==> src/rtl/onupd_pkg.sv <==
package onupd_pkg;
    typedef enum logic [2:0] {
        ST_IDLE,
        ST_OFFT,
        ST_EST,
        ST_ERR,
        ST_SCALE,
        ST_SAT
    } onupd_state_e;

    localparam int LAT_SAMPLED  = 4;
    localparam int LAT_ESTIMATE = 6;
endpackage

==> src/rtl/onupd_estimator.sv <==
module onupd_estimator #(
    parameter int TW        = 16,
    parameter int VW        = 12,
    parameter int LW        = 12,
    parameter int IW        = 12,
    parameter int EST_SHIFT = 12
) (
    input  logic [TW-1:0]        period,
    input  logic [TW-1:0]        ton,
    output logic [TW-1:0]        toff,
    input  logic [TW-1:0]        toff_q,
    input  logic [VW-1:0]        vout,
    input  logic [LW-1:0]        inv_l,
    output logic signed [IW-1:0] est
);
    localparam int P1W = VW + TW;
    localparam int P2W = P1W + LW;
    localparam logic [IW-1:0] IMAX = {1'b0, {(IW-1){1'b1}}};

    logic [P1W-1:0] p_volt_time;
    logic [P2W-1:0] p_full;
    logic [P2W-1:0] p_shift;

    // Off-time: period minus on-time, floored at zero
    always_comb begin
        if (period > ton) toff = period - ton;
        else              toff = '0;
    end

    // Peak estimate: vout * toff * (1/L), scaled down and saturated
    always_comb begin
        p_volt_time = P1W'(vout) * P1W'(toff_q);
        p_full      = P2W'(p_volt_time) * P2W'(inv_l);
        p_shift     = p_full >> EST_SHIFT;
        if (p_shift > P2W'(IMAX)) est = IMAX;
        else                      est = p_shift[IW-1:0];
    end
endmodule

==> src/rtl/onupd_gain_step.sv <==
module onupd_gain_step #(
    parameter int IW         = 12,
    parameter int GW         = 12,
    parameter int GAIN_SHIFT = 8,
    parameter int EW         = IW + 3,
    parameter int PW         = EW + GW + 1
) (
    input  logic signed [IW-1:0] iavg,
    input  logic signed [IW-1:0] imin,
    input  logic signed [IW-1:0] meas,
    output logic signed [EW-1:0] err,
    input  logic signed [EW-1:0] err_q,
    input  logic [GW-1:0]        gain,
    output logic signed [PW-1:0] delta
);
    localparam int RW = IW + 2;

    logic signed [RW-1:0] pk_ref;
    logic signed [PW-1:0] gain_ext;
    logic signed [PW-1:0] prod;

    // Peak reference and error
    always_comb begin
        pk_ref = (RW'(iavg) <<< 1) - RW'(imin);
        err    = EW'(pk_ref) - EW'(meas);
    end

    // Scaled correction with floor rounding via arithmetic shift
    always_comb begin
        gain_ext = PW'($signed({1'b0, gain}));
        prod     = PW'(err_q) * gain_ext;
        delta    = prod >>> GAIN_SHIFT;
    end
endmodule

==> src/rtl/onupd_limiter.sv <==
module onupd_limiter #(
    parameter int TW           = 16,
    parameter int SW           = 30,
    parameter bit MIN_PRIORITY = 1'b1
) (
    input  logic signed [SW-1:0] sum,
    input  logic [TW-1:0]        lim_lo,
    input  logic [TW-1:0]        lim_hi,
    output logic [TW-1:0]        ton_out
);
    logic signed [SW-1:0] lo_ext;
    logic signed [SW-1:0] hi_ext;
    logic signed [SW-1:0] stage;

    assign lo_ext = SW'({1'b0, lim_lo});
    assign hi_ext = SW'({1'b0, lim_hi});

    generate
        if (MIN_PRIORITY) begin : g_lo_last
            always_comb begin
                stage = sum;
                if (stage > hi_ext) stage = hi_ext;
                if (stage < lo_ext) stage = lo_ext;
            end
        end else begin : g_hi_last
            always_comb begin
                stage = sum;
                if (stage < lo_ext) stage = lo_ext;
                if (stage > hi_ext) stage = hi_ext;
            end
        end
    endgenerate

    assign ton_out = stage[TW-1:0];
endmodule

==> src/rtl/onupd_core.sv <==
module onupd_core
    import onupd_pkg::*;
#(
    parameter int IW         = 12,
    parameter int GW         = 12,
    parameter int TW         = 16,
    parameter int VW         = 12,
    parameter int LW         = 12,
    parameter int GAIN_SHIFT = 8,
    parameter int EST_SHIFT  = 12
) (
    input  logic          clk,
    input  logic          rst_n,
    input  logic          start,
    input  logic          est_mode,
    input  logic [IW-1:0] iavg_ref,
    input  logic [IW-1:0] imin_zvs,
    input  logic [GW-1:0] gain,
    input  logic [TW-1:0] ton_prev,
    input  logic [IW-1:0] ipeak_sample,
    input  logic [TW-1:0] period,
    input  logic [VW-1:0] vout,
    input  logic [LW-1:0] inv_l,
    input  logic [TW-1:0] ton_min,
    input  logic [TW-1:0] ton_max,
    output logic [TW-1:0] ton_new,
    output logic          valid
);
    localparam int EW = IW + 3;
    localparam int PW = EW + GW + 1;
    localparam int SW = ((PW > TW + 1) ? PW : TW + 1) + 1;

    onupd_state_e state_q, state_d;

    logic                 cap_mode;
    logic signed [IW-1:0] cap_iavg, cap_imin;
    logic [GW-1:0]        cap_gain;
    logic [TW-1:0]        cap_ton, cap_period, cap_min, cap_max;
    logic [VW-1:0]        cap_vout;
    logic [LW-1:0]        cap_invl;

    logic [TW-1:0]        toff_q, toff_c;
    logic signed [IW-1:0] meas_q, est_c;
    logic signed [EW-1:0] err_q, err_c;
    logic signed [PW-1:0] delta_q, delta_c;
    logic signed [SW-1:0] sum_c;
    logic [TW-1:0]        lim_c;
    logic [TW-1:0]        ton_q;
    logic                 valid_q;
    logic [3:0]           lat_cnt;

    onupd_estimator #(
        .TW(TW), .VW(VW), .LW(LW), .IW(IW), .EST_SHIFT(EST_SHIFT)
    ) u_est (
        .period (cap_period),
        .ton    (cap_ton),
        .toff   (toff_c),
        .toff_q (toff_q),
        .vout   (cap_vout),
        .inv_l  (cap_invl),
        .est    (est_c)
    );

    onupd_gain_step #(
        .IW(IW), .GW(GW), .GAIN_SHIFT(GAIN_SHIFT), .EW(EW), .PW(PW)
    ) u_gain (
        .iavg  (cap_iavg),
        .imin  (cap_imin),
        .meas  (meas_q),
        .err   (err_c),
        .err_q (err_q),
        .gain  (cap_gain),
        .delta (delta_c)
    );

    assign sum_c = SW'($signed({1'b0, cap_ton})) + SW'(delta_q);

    onupd_limiter #(
        .TW(TW), .SW(SW), .MIN_PRIORITY(1'b1)
    ) u_lim (
        .sum     (sum_c),
        .lim_lo  (cap_min),
        .lim_hi  (cap_max),
        .ton_out (lim_c)
    );

    // State register
    always_ff @(posedge clk or negedge rst_n) begin
        if (!rst_n) state_q <= ST_IDLE;
        else        state_q <= state_d;
    end

    // Next-state logic
    always_comb begin
        state_d = state_q;
        unique case (state_q)
            ST_IDLE:  if (start) state_d = est_mode ? ST_OFFT : ST_ERR;
            ST_OFFT:  state_d = ST_EST;
            ST_EST:   state_d = ST_ERR;
            ST_ERR:   state_d = ST_SCALE;
            ST_SCALE: state_d = ST_SAT;
            ST_SAT:   state_d = ST_IDLE;
            default:  state_d = ST_IDLE;
        endcase
    end

    // Datapath and outputs
    always_ff @(posedge clk or negedge rst_n) begin
        if (!rst_n) begin
            cap_mode   <= 1'b0;
            cap_iavg   <= '0;
            cap_imin   <= '0;
            cap_gain   <= '0;
            cap_ton    <= '0;
            cap_period <= '0;
            cap_min    <= '0;
            cap_max    <= '0;
            cap_vout   <= '0;
            cap_invl   <= '0;
            toff_q     <= '0;
            meas_q     <= '0;
            err_q      <= '0;
            delta_q    <= '0;
            ton_q      <= '0;
            valid_q    <= 1'b0;
            lat_cnt    <= '0;
        end else begin
            valid_q <= 1'b0;
            if (state_q != ST_IDLE) lat_cnt <= lat_cnt + 4'd1;
            unique case (state_q)
                ST_IDLE: begin
                    if (start) begin
                        cap_mode   <= est_mode;
                        cap_iavg   <= $signed(iavg_ref);
                        cap_imin   <= $signed(imin_zvs);
                        cap_gain   <= gain;
                        cap_ton    <= ton_prev;
                        cap_period <= period;
                        cap_min    <= ton_min;
                        cap_max    <= ton_max;
                        cap_vout   <= vout;
                        cap_invl   <= inv_l;
                        meas_q     <= $signed(ipeak_sample);
                        lat_cnt    <= 4'd1;
                    end
                end
                ST_OFFT:  toff_q  <= toff_c;
                ST_EST:   meas_q  <= est_c;
                ST_ERR:   err_q   <= err_c;
                ST_SCALE: delta_q <= delta_c;
                ST_SAT: begin
                    ton_q   <= lim_c;
                    valid_q <= 1'b1;
                end
                default: ;
            endcase
        end
    end

    assign ton_new = ton_q;
    assign valid   = valid_q;

    // Assertions
    assert_valid_pulse_R7: assert property (@(posedge clk) disable iff (!rst_n)
        valid |=> !valid);

    assert_latency_R7: assert property (@(posedge clk) disable iff (!rst_n)
        valid |-> (lat_cnt == (cap_mode ? 4'(LAT_ESTIMATE) : 4'(LAT_SAMPLED))));

    assert_clamp_R6: assert property (@(posedge clk) disable iff (!rst_n)
        (valid && cap_min <= cap_max) |-> (ton_new >= cap_min && ton_new <= cap_max));

    assert_busy_ignore_R8: assert property (@(posedge clk) disable iff (!rst_n)
        (state_q != ST_IDLE) |=> ($stable(cap_ton) && $stable(cap_mode)));

    assert_hold_R9: assert property (@(posedge clk) disable iff (!rst_n)
        !valid |-> $stable(ton_new));

    assert_est_nonneg_R5: assert property (@(posedge clk) disable iff (!rst_n)
        (state_q == ST_ERR && cap_mode) |-> (meas_q >= 0));
endmodule

==> config.mk <==
export PLATFORM = sky130hd
export DESIGN_NAME = onupd_core
export DESIGN_NICKNAME = d
export VERILOG_FILES = /design/src/rtl/onupd_pkg.sv /design/src/rtl/onupd_estimator.sv /design/src/rtl/onupd_gain_step.sv /design/src/rtl/onupd_limiter.sv /design/src/rtl/onupd_core.sv
export SDC_FILE = /design/constraint.sdc
export NUM_CORES = 2
export LEC_CHECK = 0
export BUFFER_PORTS_ARGS = -buffer_cell sky130_fd_sc_hd__buf_4
export CORE_ASPECT_RATIO = 1.1
export CORE_UTILIZATION = 50
export CTS_BUF_LIST = sky130_fd_sc_hd__clkbuf_2
export DETAILED_ROUTE_END_ITERATION = 7
export GPL_ROUTABILITY_DRIVEN = 0
export PLACE_DENSITY = 0.67
export SYNTH_ARGS = -nofsm -noshare
export SYNTH_HDL_FRONTEND = slang
export SYNTH_SLANG_ARGS = --single-unit
export TNS_END_PERCENT = 5
==> constraint.sdc <==
create_clock -name clk -period 26.6 [get_ports clk]
set_input_delay 2.66 -clock clk [delete_from_list [all_inputs] [get_ports clk]]
set_output_delay 2.66 -clock clk [all_outputs]
set_load 0.03 [all_outputs]
==> metrics <==
flop2flop setup slack=~14 ns; vias in the first global route=27300; CP Launch Type=flop; critical path class=flop to flop; Mapped Nets=4805; overall routed net length=83.5 mm; clock sinks=slightly above 200; final setup fails=0; post-route cell area=36700 sq um; WL/cell=between 15 and 20 um; CP endpoint kind=flop; Area Overhead vs Synth=7.16%; Clock Skew=0.117 ns; detailed-route DRC error count=0; Max Cap Viol=0; FMAX=a little over 80 MHz; Hold Vio Cnt, Final=0; Worst-Margin Slew=1.11 ns; Synth Register Bits=207; initial antenna violation count=3; top_reg_cell synth=dfrtp_1; DRT Pass-1 Iters=5; unrepaired setup endpoints after global routing=false; Gates resized, CTS repair=0; largest net degree at the start of global routing=between 80 and 90; relative slew slack=25.2%; final layout net count=4870; Starting Density=50.6%; worst path bufs/invs=7; gr ovfl total=0; hold buffers post-CTS=0; syn_area_per_cell=9.01 sq um; Final Cycle Share=a little under half; most common cell after layout, fill and taps aside=inv_1; Routed Antenna Nets=0; synth unique cells=83; post-synthesis sequential area ratio=between 15 and 20%; most frequent cells in the layout=inv_1 (731), fa_1 (580), nand2_1 (558); first-pass GRT wire length=142 mm; Core ar.=67700 sq um; Fin Setup TNS=0 ns; worst hold path type=flop to flop; Post-Synthesis Cells=3804; WP data arrival=13.28 ns; Slew Limit Fails=0; CTS buffer count=55; HPWL Detailed=66.3 mm; WP data required=27.51 ns; # IOs=between 150 and 200; clock latency on the worst-skew pair=around 1.1 ns; Multi-input gate area=between 20000 and 30000 sq um; Post-DP Area=36200 sq um; Die Ht=277 um; Worst setup endpoint=meas_q[0]$_DFFE_PN0P_; Worst-path clk slew=0.12 ns; crit-path most repeated cell=fa_1; H-tree Lvls=2; CTS Root Cell=clkbuf_2; ys async rst share=100%; total number of vias=approximately 26000; Bufs on Longest Clock Path=3; PortBufs=156; GRT Overall Usage=around a quarter; Warnings, synthesis=0; EDFF count, synth=0; reg2reg start=cap_vout[4]$_DFFE_PN0P_; CTS tree=built; Worst Setup SP=cap_vout[4]$_DFFE_PN0P_; Worst Reg2Reg Path Length in Cells=39; reg2reg end=meas_q[0]$_DFFE_PN0P_; crit-path leading delay family=adder cells; # Post-CTS Setup Buffers=0; Worst Path Max Fanout=17; Levels on crit path=39; Die Wd=about 250 um; num rows=100; Filler Cell Count=6322; status=completed; routed vias/inst=approximately 5.3; max incr delay on CP=about 0.76 ns; layout cell share with drive strength beyond 1=10.0%; CP max stage cell=xnor2_1; Seq. cell area=5180 sq um; synthesized area=34300 sq um; Tmin final=12.37 ns; initial drt markers=1425; DIE AREA=69600 sq um
==> Yosys cell counts, drive strengths merged (7+ instances only) <==
cell type    n  share of area, %
nor2b       20              0.37
or2          8              0.15
xnor2       61               1.6
o21a        13              0.28
xor2        33              0.84
and2       296               5.4
nor3        40              0.58
a21o        40              0.88
nand2      559               6.1
a31oi       14              0.27
o31a        16              0.41
a211o        7              0.18
a21oi      130               1.9
dfrtp      207                15
and3        43              0.78
a211oi      13              0.32
o21bai      14              0.31
ha         281                10
nand3       49              0.72
a22o        12              0.31
o31ai       26              0.58
o211ai      11              0.27
nor2        70              0.77
or3         10              0.20
nand2b      15              0.27
o21ai      144               2.1
clkbuf     170               1.9
nand4       16              0.29
buf         14              0.20
inv        731               8.0
fa         580                34
mux2        83               2.7
==> worst min-delay path, delay by kind of cell (launching register included) <==
family,cells,cell delay (ns)
compound gates,1,0.06
flops,1,0.36
simple gates,1,0.05
==> metrics by stage <==
step | setup WS [ns] | utilization, % | std cells | hold WS, ns
after detailed placement | 14.38 | 53.4 | 4730 | 0.475
after global placement | 14.70 | 53.4 | 4730 | 0.466
after global routing | 13.58 | 54.3 | 4831 | 0.527
after floorplan | 15.71 | - | 3804 | 0.454
final | 14.23 | 54.3 | 4831 | 0.492
after CTS | 14.31 | 54.3 | 4829 | 0.500
==> how the worst min path moves through the flow <==
stage / startpoint / endpoint / slack, ns / cells after the start
finish: delta_q[10]$_DFFE_PN0P_ / delta_q[10]$_DFFE_PN0P_ / 0.49 / 2
global route: ton_new[0]$_DFFE_PN0P_ / ton_new[0]$_DFFE_PN0P_ / 0.53 / 2
CTS: delta_q[10]$_DFFE_PN0P_ / delta_q[10]$_DFFE_PN0P_ / 0.50 / 2
detailed placement: delta_q[10]$_DFFE_PN0P_ / delta_q[10]$_DFFE_PN0P_ / 0.48 / 2
global placement: delta_q[10]$_DFFE_PN0P_ / delta_q[10]$_DFFE_PN0P_ / 0.47 / 2
floorplan: delta_q[0]$_DFFE_PN0P_ / delta_q[0]$_DFFE_PN0P_ / 0.45 / 2
==> kinds of logic after synthesis <==
family	share of synthesized area, %
multiplexers	2.79
buffers and inverters	10.1
AND/OR/NAND/NOR	16.3
flip-flops	15.1
AO/OA/AOI/OAI	9.15
adder cells (fa/ha/maj)	44.1
XOR/XNOR	2.40
==> per-layer routing <==
| layer | global-route usage [%] | vias up | share of wire (%) |
|---|---|---|---|
| li1 | - | 12000 | - |
| met1 | 35.0 | 12900 | 45 |
| met2 | 42.1 | 609 | 48 |
| met3 | 3.38 | 120 | 5.1 |
| met4 | 5.77 | 2 | 2.1 |
| met5 | 0 | - | 0.020 |
==> layout make-up <==
class | count | share of cell area, %
clock inverter | 21 | 0.433
sequential | 207 | 14.1
inverter | 731 | 7.47
clock buffer | 78 | 1.06
antenna | 2 | 0.0136
multi-input combinational | 2682 | 69.8
tap | 918 | 3.13
timing repair buffer | 192 | 3.94
==> state kept, by name, summed over array words and instances (netlist names), 15 cells and up <==
| register | cells |
|---|---|
| delta_q | 20 |
| cap_ton | 16 |
| cap_min | 16 |
| err_q | 15 |
| cap_max | 16 |
| toff_q | 16 |
| ton_new | 16 |
| cap_period | 16 |
Power is left out: the tool's default activity adds up to more than one toggle a clock period on the data nets, which glitch-free logic cannot reach.
